**src/rtl/cwm_pkg.sv**
```systemverilog
package cwm_pkg;
    typedef enum logic [1:0] {
        S_IDLE,
        S_WCOMMIT,
        S_RISSUE,
        S_RXOR
    } cwm_state_e;
endpackage

```
**src/rtl/cwm_fault_table.sv**
```systemverilog
module cwm_fault_table #(
    parameter int N_ENT  = 4,
    parameter int ADDR_W = 4,
    parameter int COL_W  = 4,
    parameter int IDX_W  = 2
) (
    input  logic              clk,
    input  logic              rst_n,
    input  logic              cfg_en,
    input  logic              cfg_we,
    input  logic [IDX_W-1:0]  cfg_idx,
    input  logic              cfg_valid,
    input  logic              cfg_all_rows,
    input  logic [ADDR_W-1:0] cfg_row,
    input  logic [COL_W-1:0]  cfg_col,
    input  logic              cfg_stuck,
    output logic              ent_valid [N_ENT],
    output logic              ent_all   [N_ENT],
    output logic [ADDR_W-1:0] ent_row   [N_ENT],
    output logic [COL_W-1:0]  ent_col   [N_ENT],
    output logic              ent_stuck [N_ENT]
);
    logic load;
    assign load = cfg_en && cfg_we;

    for (genvar i = 0; i < N_ENT; i++) begin : g_ent
        always_ff @(posedge clk or negedge rst_n) begin
            if (!rst_n) begin
                ent_valid[i] <= 1'b0;
                ent_all[i]   <= 1'b0;
                ent_row[i]   <= '0;
                ent_col[i]   <= '0;
                ent_stuck[i] <= 1'b0;
            end else if (load && (cfg_idx == IDX_W'(i))) begin
                ent_valid[i] <= cfg_valid;
                ent_all[i]   <= cfg_all_rows;
                ent_row[i]   <= cfg_row;
                ent_col[i]   <= cfg_col;
                ent_stuck[i] <= cfg_stuck;
            end
        end
    end
endmodule

```
**src/rtl/cwm_inv_decide.sv**
```systemverilog
module cwm_inv_decide #(
    parameter int N_ENT  = 4,
    parameter int ADDR_W = 4,
    parameter int DATA_W = 16,
    parameter int COL_W  = 4
) (
    input  logic              ent_valid [N_ENT],
    input  logic              ent_all   [N_ENT],
    input  logic [ADDR_W-1:0] ent_row   [N_ENT],
    input  logic [COL_W-1:0]  ent_col   [N_ENT],
    input  logic              ent_stuck [N_ENT],
    input  logic [ADDR_W-1:0] addr,
    input  logic [DATA_W-1:0] wdata,
    output logic              invert,
    output logic              conflict
);
    logic [N_ENT-1:0] want_inv;
    logic [N_ENT-1:0] want_keep;

    for (genvar i = 0; i < N_ENT; i++) begin : g_match
        logic hit;
        logic col_ok;
        logic dbit;
        assign col_ok = (int'(ent_col[i]) < DATA_W);
        assign hit    = ent_valid[i] && col_ok && (ent_all[i] || (ent_row[i] == addr));
        assign dbit   = wdata[ent_col[i]];
        assign want_inv[i]  = hit && (dbit != ent_stuck[i]);
        assign want_keep[i] = hit && (dbit == ent_stuck[i]);
    end

    always_comb begin
        conflict = (|want_inv) && (|want_keep);
        invert   = (|want_inv) && !conflict;
    end
endmodule

```
**src/rtl/cwm_seq.sv**
```systemverilog
module cwm_seq
    import cwm_pkg::*;
(
    input  logic       clk,
    input  logic       rst_n,
    input  logic       cfg_en,
    input  logic       req_valid,
    input  logic       req_write,
    output cwm_state_e state,
    output logic       req_ready,
    output logic       acc_wr,
    output logic       acc_rd
);
    cwm_state_e state_nx;

    always_ff @(posedge clk or negedge rst_n) begin
        if (!rst_n) state <= S_IDLE;
        else        state <= state_nx;
    end

    always_comb begin
        state_nx = state;
        unique case (state)
            S_IDLE: begin
                if (acc_wr)      state_nx = S_WCOMMIT;
                else if (acc_rd) state_nx = S_RISSUE;
            end
            S_WCOMMIT: state_nx = S_IDLE;
            S_RISSUE:  state_nx = S_RXOR;
            S_RXOR:    state_nx = S_IDLE;
            default:   state_nx = S_IDLE;
        endcase
    end

    always_comb begin
        req_ready = (state == S_IDLE) && !cfg_en;
        acc_wr    = req_ready && req_valid && req_write;
        acc_rd    = req_ready && req_valid && !req_write;
    end
endmodule

```
**src/rtl/cwm_wrapper.sv**
```systemverilog
module cwm_wrapper
    import cwm_pkg::*;
#(
    parameter int DATA_W = 16,
    parameter int ADDR_W = 4,
    parameter int N_ENT  = 4,
    localparam int COL_W = (DATA_W > 1) ? $clog2(DATA_W) : 1,
    localparam int IDX_W = (N_ENT > 1) ? $clog2(N_ENT) : 1
) (
    input  logic              clk,
    input  logic              rst_n,
    input  logic              cfg_en,
    input  logic              cfg_we,
    input  logic [IDX_W-1:0]  cfg_idx,
    input  logic              cfg_valid,
    input  logic              cfg_all_rows,
    input  logic [ADDR_W-1:0] cfg_row,
    input  logic [COL_W-1:0]  cfg_col,
    input  logic              cfg_stuck,
    input  logic              req_valid,
    input  logic              req_write,
    input  logic [ADDR_W-1:0] req_addr,
    input  logic [DATA_W-1:0] req_wdata,
    output logic              req_ready,
    output logic              rsp_valid,
    output logic [DATA_W-1:0] rsp_rdata,
    output logic              err_unmask,
    output logic              arr_we,
    output logic              arr_re,
    output logic [ADDR_W-1:0] arr_addr,
    output logic [DATA_W:0]   arr_wdata,
    input  logic [DATA_W:0]   arr_rdata
);
    logic              ent_valid [N_ENT];
    logic              ent_all   [N_ENT];
    logic [ADDR_W-1:0] ent_row   [N_ENT];
    logic [COL_W-1:0]  ent_col   [N_ENT];
    logic              ent_stuck [N_ENT];

    logic       invert, conflict;
    logic       acc_wr, acc_rd;
    cwm_state_e state;

    logic [ADDR_W-1:0] addr_q;
    logic [DATA_W:0]   word_q;
    logic              err_q;
    logic              rsp_v_q;
    logic [DATA_W-1:0] rsp_d_q;

    cwm_fault_table #(
        .N_ENT(N_ENT), .ADDR_W(ADDR_W), .COL_W(COL_W), .IDX_W(IDX_W)
    ) u_table (
        .clk(clk), .rst_n(rst_n),
        .cfg_en(cfg_en), .cfg_we(cfg_we), .cfg_idx(cfg_idx),
        .cfg_valid(cfg_valid), .cfg_all_rows(cfg_all_rows),
        .cfg_row(cfg_row), .cfg_col(cfg_col), .cfg_stuck(cfg_stuck),
        .ent_valid(ent_valid), .ent_all(ent_all), .ent_row(ent_row),
        .ent_col(ent_col), .ent_stuck(ent_stuck)
    );

    cwm_inv_decide #(
        .N_ENT(N_ENT), .ADDR_W(ADDR_W), .DATA_W(DATA_W), .COL_W(COL_W)
    ) u_decide (
        .ent_valid(ent_valid), .ent_all(ent_all), .ent_row(ent_row),
        .ent_col(ent_col), .ent_stuck(ent_stuck),
        .addr(req_addr), .wdata(req_wdata),
        .invert(invert), .conflict(conflict)
    );

    cwm_seq u_seq (
        .clk(clk), .rst_n(rst_n), .cfg_en(cfg_en),
        .req_valid(req_valid), .req_write(req_write),
        .state(state), .req_ready(req_ready),
        .acc_wr(acc_wr), .acc_rd(acc_rd)
    );

    // Capture of the decided word and row on acceptance
    always_ff @(posedge clk or negedge rst_n) begin
        if (!rst_n) begin
            addr_q <= '0;
            word_q <= '0;
            err_q  <= 1'b0;
        end else begin
            if (acc_wr || acc_rd) addr_q <= req_addr;
            if (acc_wr) begin
                word_q <= invert ? {1'b1, ~req_wdata} : {1'b0, req_wdata};
                if (conflict) err_q <= 1'b1;
            end
        end
    end

    // Read correction stage
    always_ff @(posedge clk or negedge rst_n) begin
        if (!rst_n) begin
            rsp_v_q <= 1'b0;
            rsp_d_q <= '0;
        end else begin
            rsp_v_q <= (state == S_RXOR);
            if (state == S_RXOR)
                rsp_d_q <= arr_rdata[DATA_W-1:0] ^ {DATA_W{arr_rdata[DATA_W]}};
        end
    end

    always_comb begin
        arr_we     = (state == S_WCOMMIT);
        arr_re     = (state == S_RISSUE);
        arr_addr   = addr_q;
        arr_wdata  = word_q;
        rsp_valid  = rsp_v_q;
        rsp_rdata  = rsp_d_q;
        err_unmask = err_q;
    end
endmodule

```
**config.mk**
```make
export PLATFORM = sky130hd
export DESIGN_NAME = cwm_wrapper
export DESIGN_NICKNAME = d
export VERILOG_FILES = /design/src/rtl/cwm_pkg.sv /design/src/rtl/cwm_fault_table.sv /design/src/rtl/cwm_inv_decide.sv /design/src/rtl/cwm_seq.sv /design/src/rtl/cwm_wrapper.sv
export SDC_FILE = /design/constraint.sdc
export NUM_CORES = 1
export LEC_CHECK = 0
export BUFFER_PORTS_ARGS = -buffer_cell sky130_fd_sc_hd__buf_2
export CAP_MARGIN = 25
export CORE_MARGIN = 3
export CORE_UTILIZATION = 54
export DETAILED_ROUTE_END_ITERATION = 6
export PLACE_DENSITY = 0.8
export SYNTH_ARGS = -nofsm -noshare
export SYNTH_HDL_FRONTEND = slang
export SYNTH_SLANG_ARGS = --single-unit
```
**constraint.sdc**
```tcl
create_clock -name clk -period 3.1 [get_ports clk]
set_input_delay 0 -clock clk [delete_from_list [all_inputs] [get_ports clk]]
set_output_delay 0 -clock clk [all_outputs]
set_load 0.02 [all_outputs]
```
==> results of run 1 <==
## flip-flops by register name, indices dropped and copies added, names as in the netlist
register           cells
arr_wdata             17
u_seq.state            2
u_table.ent_stuck      4
u_table.ent_valid      4
u_table.ent_row       16
u_table.ent_all        4
arr_addr               4
u_table.ent_col       16
rsp_rdata             16
err_unmask             1
rsp_valid              1
## routing by layer
layer  GRT usage  vias up  part of all wire
li1            -     1635                 -
met1      0.2817     1707              0.39
met2      0.4353      132              0.52
met3     0.05317       38             0.056
met4      0.1137        0             0.035
met5           0        -                 0
## worst register-to-register path, stage by stage (launching register included)
cell and delay, ps:
dfrtp_1 510, mux4_2 550, o22ai_1 170, o22ai_1 150, mux2i_1 160, a2111o_2 670
or3_1 390, a31oi_1 180
## kinds of logic (layout without fill, tap and decap cells)
family	after synthesis	in the layout	synth area share
buf+inv	29	168	0.02703
simple gates	80	80	0.08936
compound gates	67	67	0.09676
xor+xnor	34	34	0.06773
mux	79	79	0.2353
flops	85	85	0.4838
## repair_timing
action | 4_1_cts | 5_1_grt
setup endpoints to repair | 0 | 16
endpoints found under the hold margin | 167 | 0
hold buffers | 48 | 0
gates resized for setup | 0 | 1
## power breakdown
| group | total (µW) | switching, µW | internal (µW) |
|---|---|---|---|
| clock network | 824 | 439 | 385 |
| registers | 1770 | 275 | 1490 |
| logic | 1880 | 1060 | 822 |
| total | 4470 | 1770 | 2700 |
## final timing paths
kind,start,end,slack [ps],depth (start not counted)
setup / recovery,u_table.ent_col[1]$_DFFE_PN0P_,arr_wdata[14]$_DFFE_PN0P_,240,7
max in group asynchronous,rst_n,rsp_rdata[10]$_DFFE_PN0P_,2350,3
hold reg to reg,err_unmask$_DFFE_PN0P_,err_unmask$_DFFE_PN0P_,490,1
setup reg to reg,u_table.ent_col[1]$_DFFE_PN0P_,arr_wdata[14]$_DFFE_PN0P_,240,7
min in group asynchronous,rst_n,u_table.ent_col[12]$_DFFE_PN0P_,130,2
hold / removal,req_addr[2],arr_addr[2]$_DFFE_PN0P_,40,2
## area by class of cell
class	instances	area (µm²)	share of cell area
Clock buffer	9	123.9	0.02181
Clock inverter	7	80.08	0.01410
Inverter	2	7.507	0.001322
Multi-Input combinational cell	260	2152	0.3789
Sequential cell	85	2127	0.3745
Tap cell	102	127.6	0.02247
Timing Repair Buffer	150	1061	0.1868
## cell usage in the layout, fill, tap and decap left out, drive strengths merged, types with 9 or more instances in the layout
cell type and count:
nand2 9, buf 100, or3 16, o21ai 20, xnor2 29, a31oi 16, mux2 54, mux2i 13
clkbuf 11, a21oi 16, nor2 34, dfrtp 85, mux4 12, dlygate4sd3 48
## metrics by stage
step | utilization | area [µm²] | setup WS, ps | cells | power (µW)
6_report | 0.7274 | 5679 | 244.4 | 615 | 4474
5_1_grt | 0.7274 | 5679 | 34.56 | 615 | 4757
4_1_cts | 0.7173 | 5600 | 147.9 | 612 | 4436
3_5_place_dp | 0.6296 | 4916 | 160.5 | 548 | 3564
3_3_place_gp | 0.6296 | 4916 | 347.7 | 548 | 3483
2_1_floorplan | - | 4397 | 579.8 | 374 | 3026
==> summary.md, run 1 <==
| Metric | Value |
|---|---|
| Status | completed |
| Fmax | 350.2 MHz |
| Fraction of layout cells with a size suffix above 1 | 0.3509 |
| Total setup buffers inserted after CTS | 0 |
| Num CTS Buffers | 9 |
| Peak supply drop | 526.0 µV |
| Required time of the worst setup path | 3380 ps |
| Tot GR Track Use | 0.2459 |
| Critical Path Fanout Max | 34 |
| Largest net degree at the start of global routing | 86 |
| CTS root buffer | clkbuf_8 |
| Setup Skew | 10.33 ps |
| Die span in y | 96.24 µm |
| FF+latch count, synth | 85 |
| CTS H-tree lvls | 3 |
| Leading cell type by number of instances after synthesis | dfrtp_1 |
| Fin crit period | ~2900 ps |
| RD Place Congestion | 0.8432 |
| Drt first pass iters | 4 |
| Top cell type's share of synthesized area | 0.4838 |
| Full die area | 0.009261 mm² |
| Slowest CP cell | a2111o_2 |
| Setup Crit Path Kind | reg2reg |
| Max Cap Viol | 0 |
| Post-Route WL | 11.05 mm |
| Synth top cells by count | dfrtp_1, mux2_2, nor2_1 |
| I/O pin cnt | 98 |
| Final setup violation count | 0 |
| Netlist cell types | 38 |
| Synth area leader | dfrtp_1 |
| Synth area leaders | dfrtp_1, mux2_2, xnor2_1 |
| Final Hold Viols | 0 |
| Syn. warnings | 0 |
| Min-Delay Path Class | in2reg |
| Bufs and invs on worst path | 0 |
| Startpoint types | register |
| Rel. slew slack | 0.5437 |
| Syn Inst Count | 374 |
| Final period utilization | 0.9212 |
| Fillers | approximately 500 |
| Critical Path End Type | register |
| Detailed-route DRC error count | 0 |
| Horiz. Die Dim | 96.24 µm |
| Slew @ Worst Pin | 682.4 ps |
| Final TNS setup | 0 ps |
| Most used cell along the critical path | o22ai_1 |
| Seq/Total Area, Yosys | 0.4838 |
| Initial drt markers | 154 |
| Async set-reset flop share out of synthesis | 1.000 |
| Crit path DAT | 3140 ps |
| Leak Pwr | 0.002476 µW |
| Initial antenna violation count | 0 |
| Main synth FF type | dfrtp_1 |
| Syn avg cell area | 11.76 µm² |
| DR vias | ~3,500 |
| Vias in the first global route | approximately 3,500 |
| DR WL/cell | 17.96 µm |
| Rows | 32 |
| Detailed placement HPWL | 7.006 mm |
| RSZ-0062 raised after global routing | false |
| Slew Limit Fails | 0 |
| Syn Nets | 430 |
| CTS tree | done |
| Antenna-violating nets left | 0 |
| Diode count | 0 |
| Synthesis-to-layout area growth | 29.17% |
| CTS clock-pin slew for the worst setup and hold paths | 90 ps |
| Hold Slack | 41.46 ps |
| Critical path, cell by cell | mux4_2 -> o22ai_1 -> o22ai_1 -> mux2i_1 -> a2111o_2 -> or3_1 -> a31oi_1 |
| First-pass GRT wire length | 16.98 mm |
| Total Nets Final | 564 |
| Port-buffer cells | 97 |
| Mapped cell area | 0.004397 mm² |
| Sink Count | 85 |
| CP peak stage delay | about 670 ps |
| Area of the core | 0.007807 mm² |
| Initial Util | 0.5631 |
| Worst skew pair latency | 360 ps |
| Pwr dens | 787.8 mW/mm² |
| CP top delay family | compound AO/OA/AOI/OAI gates |
| Vias per cell | 5.711 |
| Deepest clock path buffer count | 2 |
| EDFF count, synth | 0 |
| GRT overflow | 0 |
Power figures use the tool's default switching activity.
==> run 2: changes to the inputs <==
Settings changed: BUFFER_PORTS_ARGS -buffer_cell sky130_fd_sc_hd__buf_2 to -buffer_cell sky130_fd_sc_hd__buf_4, CORE_UTILIZATION 54 to 59, PLACE_DENSITY 0.8 to 0.86.
Clock period 3.1 ns to 3.4 ns, I/O delays scaled along.
==> summary.md, run 2 (synthesis gave the netlist of run 1 again) <==
| Metric | Value |
|---|---|
| Fin crit period | 2943 ps (+87.39 ps) |
| Crit path DAT | 3220 ps (+80 ps) |
| Num CTS Buffers | 9 (unchanged) |
| Final TNS setup | 0 ps (unchanged) |
| Slowest CP cell | a2111o_1 |
| Rel. slew slack | 0.2919 (-0.2519) |
| Critical Path Fanout Max | 34 (unchanged) |
| Critical path, cell by cell | mux4_1 -> o22ai_1 -> o22ai_1 -> mux2i_1 -> a2111o_1 -> or3_1 -> a31oi_1 |
| CTS root buffer | clkbuf_8 |
| Diode count | 0 (unchanged) |
| CTS clock-pin slew for the worst setup and hold paths | 90 ps (about the same) |
| Synthesis-to-layout area growth | 33.75% |
| Worst r2r src | u_table.ent_col[13]$_DFFE_PN0P_ |
| Setup slack, reg-to-reg | 460 ps (+210 ps) |
| Bufs and invs on worst path | 0 (unchanged) |
| Status | completed |
| Sink Count | 85 (unchanged) |
| Fmax | 339.8 MHz (-3.0%) |
| Largest net degree at the start of global routing | 86 (unchanged) |
| Setup Crit Path Kind | reg2reg |
| Quantity of gates resized following cts | 0 (unchanged) |
| Initial antenna violation count | 0 (unchanged) |
| Final Instance Area | 0.005881 mm² (+3.5%) |
| Die span in y | 92.33 µm (-4.1%) |
| Max Cap Viol | 0 (unchanged) |
| Antenna-violating nets left | 0 (unchanged) |
| Most used cell along the critical path | o22ai_1 |
| Most common cell after layout, fill and taps aside | buf_4 |
| Slew Limit Fails | 0 (unchanged) |
| Met1 Track Usage GR | 0.3574 (+0.07574) |
| Leak Pwr | 0.002549 µW (+3.0%) |
| Slew @ Worst Pin | 1062 ps (+379.8 ps) |
| Post-Route WL | 12.73 mm (+15%) |
| Initial Util | 0.6264 (+0.06324) |
| Required time of the worst setup path | 3680 ps (+300 ps) |
| RD Place Congestion | 0.9009 (+6.8%) |
| Total setup buffers inserted after CTS | 0 (unchanged) |
| Peak supply drop | 504.0 µV (-4.2%) |
| First-pass GRT wire length | 20.07 mm (+18%) |
| RSZ-0062 raised after global routing | false |
| Horiz. Die Dim | 92.33 µm (-4.1%) |
| DR WL/cell | 20.90 µm (+16%) |
| Final setup violation count | 0 (unchanged) |
| Non-Filler Instances | 609 (-0.98%) |
| CP peak stage delay | 660 ps (about the same) |
| CTS tree | done |
| Critical Path End Type | register |
| Tot GR Track Use | 0.3090 (+0.06316) |
| Min-Delay Path Class | in2reg |
| CP top delay family | compound AO/OA/AOI/OAI gates |
| Dpl cell area | 0.005149 mm² (+4.7%) |
| Placed cells | 542 (-1.1%) |
| Final period utilization | 0.8656 (-0.05558) |
| Full die area | 0.008524 mm² (-8.0%) |
| Fillers | 365 (-27%) |
| GRT overflow | 0 (unchanged) |
| Final Hold Viols | 0 (unchanged) |
| R2R depth | 7 (unchanged) |
| Area of the core | 0.007019 mm² (-10%) |
| Drt first pass iters | 4 (unchanged) |
| Initial drt markers | 188 (+22%) |
| WHS Endpoint | rsp_rdata[2]$_DFFE_PN0P_ |
| Startpoint types | register |
| Setup Skew | 12.11 ps (+1.776 ps) |
| Largest register FFs | 17 (unchanged) |
| Worst hold stages | 3 (+1) |
| Detailed placement HPWL | 7.324 mm (+4.5%) |
| Port-buffer cells | 97 (unchanged) |
| Most frequent cells in the layout | buf_4, dfrtp_1, mux2_2 |
| Total Nets Final | 564 (unchanged) |
| DR vias | 3,623 (+3.2%) |
| Worst hold start | arr_rdata[16] |
| Met3 Usage GRT | 0.07880 (+0.02563) |
| I/O pin cnt | 98 (unchanged) |
| Vias in the first global route | 3,850 (+8.9%) |
| GR Layer Usage met2 | 0.5323 (+0.09702) |
| Vias per cell | 5.949 (+4.2%) |
| GRT Max-Usage Layer | met2 |
| Worst skew pair latency | 360 ps (about the same) |
| Deepest clock path buffer count | 2 (unchanged) |
| CTS H-tree lvls | 3 (unchanged) |
| Fraction of layout cells with a size suffix above 1 | 0.3470 (-0.003899) |
| Post-CTS Hold Buffers | 49 (+2.1%) |
| Pwr dens | 723.0 mW/mm² (-8.2%) |
| Rows | 30 (-6.3%) |
| RR Endpoint | arr_wdata[13]$_DFFE_PN0P_ |
| Detailed-route DRC error count | 0 (unchanged) |
run 2: metal layers:
metal / part of all wire / vias to the layer above
met3: 0.065 / 46
li1: - / 1620
met4: 0.044 / 0
met5: 0 / -
met2: 0.51 / 170
met1: 0.38 / 1787
run 2: worst max path at each step:
stage	startpoint	to	slack, ps	cells past startpoint
after floorplan	u_table.ent_col[5]$_DFFE_PN0P_	arr_wdata[10]$_DFFE_PN0P_	880	8
after global placement	u_table.ent_col[1]$_DFFE_PN0P_	arr_wdata[11]$_DFFE_PN0P_	650	7
after detailed placement	u_table.ent_col[1]$_DFFE_PN0P_	arr_wdata[1]$_DFFE_PN0P_	520	7
after CTS	u_table.ent_col[1]$_DFFE_PN0P_	arr_wdata[13]$_DFFE_PN0P_	510	7
after global routing	u_table.ent_col[1]$_DFFE_PN0P_	arr_wdata[0]$_DFFE_PN0P_	270	7
final	u_table.ent_col[13]$_DFFE_PN0P_	arr_wdata[13]$_DFFE_PN0P_	460	7
run 2: cell type report:
class                      instances  area, µm²  share of cell area
clock inverter                     5      35.03            0.005957
multi-input combinational        260       2151              0.3657
timing repair buffer             150       1289              0.2191
sequential                        85       2127              0.3617
inverter                           2      7.507            0.001277
tap                               96      120.1             0.02043
clock buffer                      11      151.4             0.02574
run 2: worst min-delay path, stage by stage:
cell,delay [ps]
buf_4,200
xnor2_1,170
a21oi_1,60
run 2: power by group:
group	leakage (µW)	internal, µW	total [µW]	switching [µW]
Clock	0.0000953	306	689	383
Sequential	0.000997	1360	1650	285
Combinational	0.00146	896	1910	1020
run 2: metrics by stage:
stage | worst slack [ps] | hold slack, ps | total power (µW) | util
finish | 457.0 | 98.98 | 4252 | 0.8378
CTS | 506.6 | 89.36 | 4142 | 0.8299
detailed placement | 515.9 | 224.6 | 3429 | 0.7335
floorplan | 879.8 | -295.6 | 2759 | -
global route | 270.0 | 100.6 | 4478 | 0.8378
global placement | 646.8 | 209.9 | 3345 | 0.7335
==> run 3: changes to the inputs <==
Settings changed: CORE_MARGIN 3 to default, SYNTH_HIERARCHICAL from default to 1.
==> summary.md, run 3 <==
| Metric | Value |
|---|---|
| Status | completed |
| Peak supply drop | 509.1 µV (+1.0%) |
| Slowest CP cell | mux4_1 |
| Min setup slack post-route | 250.3 ps (-206.8 ps) |
| GRT overflow | 0 (unchanged) |
| Fmax | 317.5 MHz (-6.6%) |
| Initial antenna violation count | 0 (unchanged) |
| DR WL/cell | 19.77 µm (-5.4%) |
| Vias per cell | 5.757 (-3.2%) |
| Fillers | 369 (+1.1%) |
| Final period utilization | 0.9264 (+0.06082) |
| Initial Util | 0.6119 (-0.01451) |
| Post-Route WL | 11.37 mm (-11%) |
| Detailed placement HPWL | 6.792 mm (-7.3%) |
| FF+latch count, synth | 85 (unchanged) |
| Seq/Total Area, Yosys | 0.4793 (-0.004501) |
| Sink Count | 85 (unchanged) |
| Syn avg cell area | 13.57 µm² (+15%) |
| Worst skew pair latency | 360 ps (about the same) |
| Bufs and invs on worst path | 1 (+1) |
| Diode count | 0 (unchanged) |
| Synth Area in Compound Gates | 0.09050 (-0.006257) |
| CTS clock-pin slew for the worst setup and hold paths | 90 ps (about the same) |
| Startpoint types | register |
| Detailed-route DRC error count | 0 (unchanged) |
| Final setup violation count | 0 (unchanged) |
| Largest net degree at the start of global routing | 86 (unchanged) |
| Final Hold Viols | 0 (unchanged) |
| Hold Slack | 1.973 ps (-97.01 ps) |
| Fraction of layout cells with a size suffix above 1 | 0.4097 (+0.06269) |
| Async set-reset flop share out of synthesis | 1.000 (unchanged) |
| CP top delay family | multiplexers |
| Drt first pass iters | 4 (unchanged) |
| Setup Crit Path Kind | reg2reg |
| Main synth FF type | dfrtp_1 |
| Synth Area in XOR/XNOR | 0.1060 (+0.03828) |
| Antenna-violating nets left | 0 (unchanged) |
| Tot GR Track Use | 0.3080 (-0.001004) |
| Slew Limit Fails | 0 (unchanged) |
| CTS H-tree lvls | 3 (unchanged) |
| Rows | 31 (+3.3%) |
| Dpl ws | 471.3 ps (-44.60 ps) |
| Setup slack, reg-to-reg | 250 ps (-210 ps) |
| CTS tree | done |
| Largest register FFs | 17 (unchanged) |
| Critical Path End Type | register |
| Synth area leaders | dfrtp_1, mux2_2, xnor2_1 |
| Most common cell after layout, fill and taps aside | buf_4 |
| RD Place Congestion | 0.7838 (-13%) |
| Syn. warnings | 6 (+6) |
| Synth area leader | dfrtp_1 |
| Most frequent cells in the layout | buf_4, dfrtp_1, dlygate4sd3_1 |
| Crit path DAT | 3410 ps (+190 ps) |
| Total Nets Final | 527 (-6.6%) |
| Required time of the worst setup path | 3660 ps (-20 ps) |
| Min-Delay Path Class | in2async |
| Full die area | 0.007873 mm² (-7.6%) |
| Post-synthesis adder-cell area fraction | 0 (unchanged) |
| I/O pin cnt | 98 (unchanged) |
| Synth top cells by count | dfrtp_1, a21oi_1, mux2_2 |
| First-pass GRT wire length | 17.64 mm (-12%) |
| Proportion of synthesized area in mux cells | 0.2436 (+0.008242) |
| Pwr dens | 752.0 mW/mm² (+4.0%) |
| Critical Path Fanout Max | 17 (-50%) |
| Mapped cell area | 0.004438 mm² (+0.94%) |
| RSZ-0062 raised after global routing | false |
| Syn Inst Count | 327 (-13%) |
| Critical path, cell by cell | mux4_1 -> mux4_2 -> xnor2_2 -> a22oi_1 -> o221ai_2 -> a31oi_2 -> buf_4 -> xnor2_1 -> a21oi_1 |
| DR vias | 3,310 (-8.6%) |
| EDFF count, synth | 0 (unchanged) |
| Area of the core | 0.007253 mm² (+3.3%) |
| Leading cell type by number of instances after synthesis | dfrtp_1 |
| RR Endpoint | arr_wdata[1]$_DFFE_PN0P_ |
| Setup Skew | 11.09 ps (-1.016 ps) |
| Die span in y | 88.73 µm (-3.9%) |
| Post-Synth Simple-Gate Area | 0.04736 (-0.04199) |
| Num CTS Buffers | 9 (unchanged) |
| Deepest clock path buffer count | 2 (unchanged) |
| Synthesis-to-layout area growth | 33.69% (about the same) |
| Vias in the first global route | 3,466 (-10%) |
| Final Instance Area | 0.005933 mm² (+0.89%) |
| Final TNS setup | 0 ps (unchanged) |
| Max Cap Viol | 0 (unchanged) |
| Dpl cell area | 0.005164 mm² (+0.29%) |
| Netlist cell types | 38 (unchanged) |
| Syn Nets | 383 (-11%) |
| Largest family of logic cells by synthesized area | multiplexers |
| Port-buffer cells | 97 (unchanged) |
| CP peak stage delay | 630 ps (-30 ps) |
| Initial drt markers | 219 (+16%) |
| Fin crit period | 3150 ps (+206.8 ps) |
| R2R depth | 9 (+2) |
| Leak Pwr | 0.002585 µW (+1.4%) |
| Rel. slew slack | 0.4494 (+0.1575) |
| Top cell type's share of synthesized area | 0.4793 (-0.004501) |
| Total setup buffers inserted after CTS | 0 (unchanged) |
| Overall power | 4462 µW (+4.9%) |
| Worst r2r src | u_table/ent_col[12]$_DFFE_PN0P_ |
| Slew @ Worst Pin | 821.6 ps (-240.6 ps) |
| Horiz. Die Dim | 88.73 µm (-3.9%) |
| CTS root buffer | clkbuf_8 |
-- run 3: cell count changes in the layout (fill, tap and decap cells not counted), moves of 13 or more --
cell,delta
mux2_2,-15
o21ai_0,-16
or3_1,-16
a21oi_1,+23
a31oi_1,-16
nor2_1,-18
xor2_1,+13
-- run 3: report_power, final --
part | switching, µW | internal (µW)
combinational | 964 | 964
clock | 381 | 439
sequential | 352 | 1360
total | 1700 | 2770
-- run 3: cell type report --
| cell class | instances | area [µm²] | share of cell area |
|---|---|---|---|
| clock buffer | 10 | 137.6 | 0.02320 |
| multi-input combinational | 224 | 2170 | 0.3657 |
| sequential | 85 | 2127 | 0.3585 |
| tap | 99 | 123.9 | 0.02088 |
| timing repair buffer | 151 | 1281 | 0.2159 |
| clock inverter | 6 | 93.84 | 0.01582 |
-- run 3: cell families after synthesis --
family | Yosys count
AO/OA/AOI/OAI | 65
XOR/XNOR | 52
buffers and inverters | 18
flip-flops | 85
multiplexers | 73
AND/OR/NAND/NOR | 34
-- run 3: how the worst max path moves through the flow --
stage	startpoint	endpoint	slack [ps]	depth (start not counted)
after global routing	u_table/ent_col[12]$_DFFE_PN0P_	arr_wdata[1]$_DFFE_PN0P_	110	9
after CTS	u_table/ent_col[12]$_DFFE_PN0P_	arr_wdata[5]$_DFFE_PN0P_	460	9
after global placement	u_table/ent_col[12]$_DFFE_PN0P_	arr_wdata[11]$_DFFE_PN0P_	620	9
final	u_table/ent_col[12]$_DFFE_PN0P_	arr_wdata[1]$_DFFE_PN0P_	250	9
after detailed placement	u_table/ent_col[12]$_DFFE_PN0P_	arr_wdata[5]$_DFFE_PN0P_	470	9
after floorplan	u_table/ent_col[12]$_DFFE_PN0P_	arr_wdata[10]$_DFFE_PN0P_	670	10
-- run 3: worst reg2reg max path, stage by stage (launching register included) --
cell and delay (ps):
dfrtp_1 500, mux4_1 630, mux4_2 530, xnor2_2 170, a22oi_1 260, o221ai_2 150
a31oi_2 150, buf_4 310, xnor2_1 140, a21oi_1 240
-- run 3: routing by layer --
metal	vias up	GRT usage	part of all wire	routed length [µm]
met5	-	0	0	0
met4	0	0.1554	0.029	327
met3	28	0.06343	0.067	761
met2	144	0.5329	0.52	5960
met1	1656	0.3656	0.38	4321
li1	1482	-	-	-
-- run 3: repair_timing --
item / in CTS / in global routing
hold buffers: 51 / 0
gates resized for setup: 0 / 0
endpoints found under the hold margin: 167 / 0
-- run 3: through the flow --
stage / instances / utilization
final: 575 / 0.8180
after global routing: 575 / 0.8180
after detailed placement: 507 / 0.7119
after floorplan: 327 / -
after global placement: 507 / 0.7119
after CTS: 574 / 0.8142
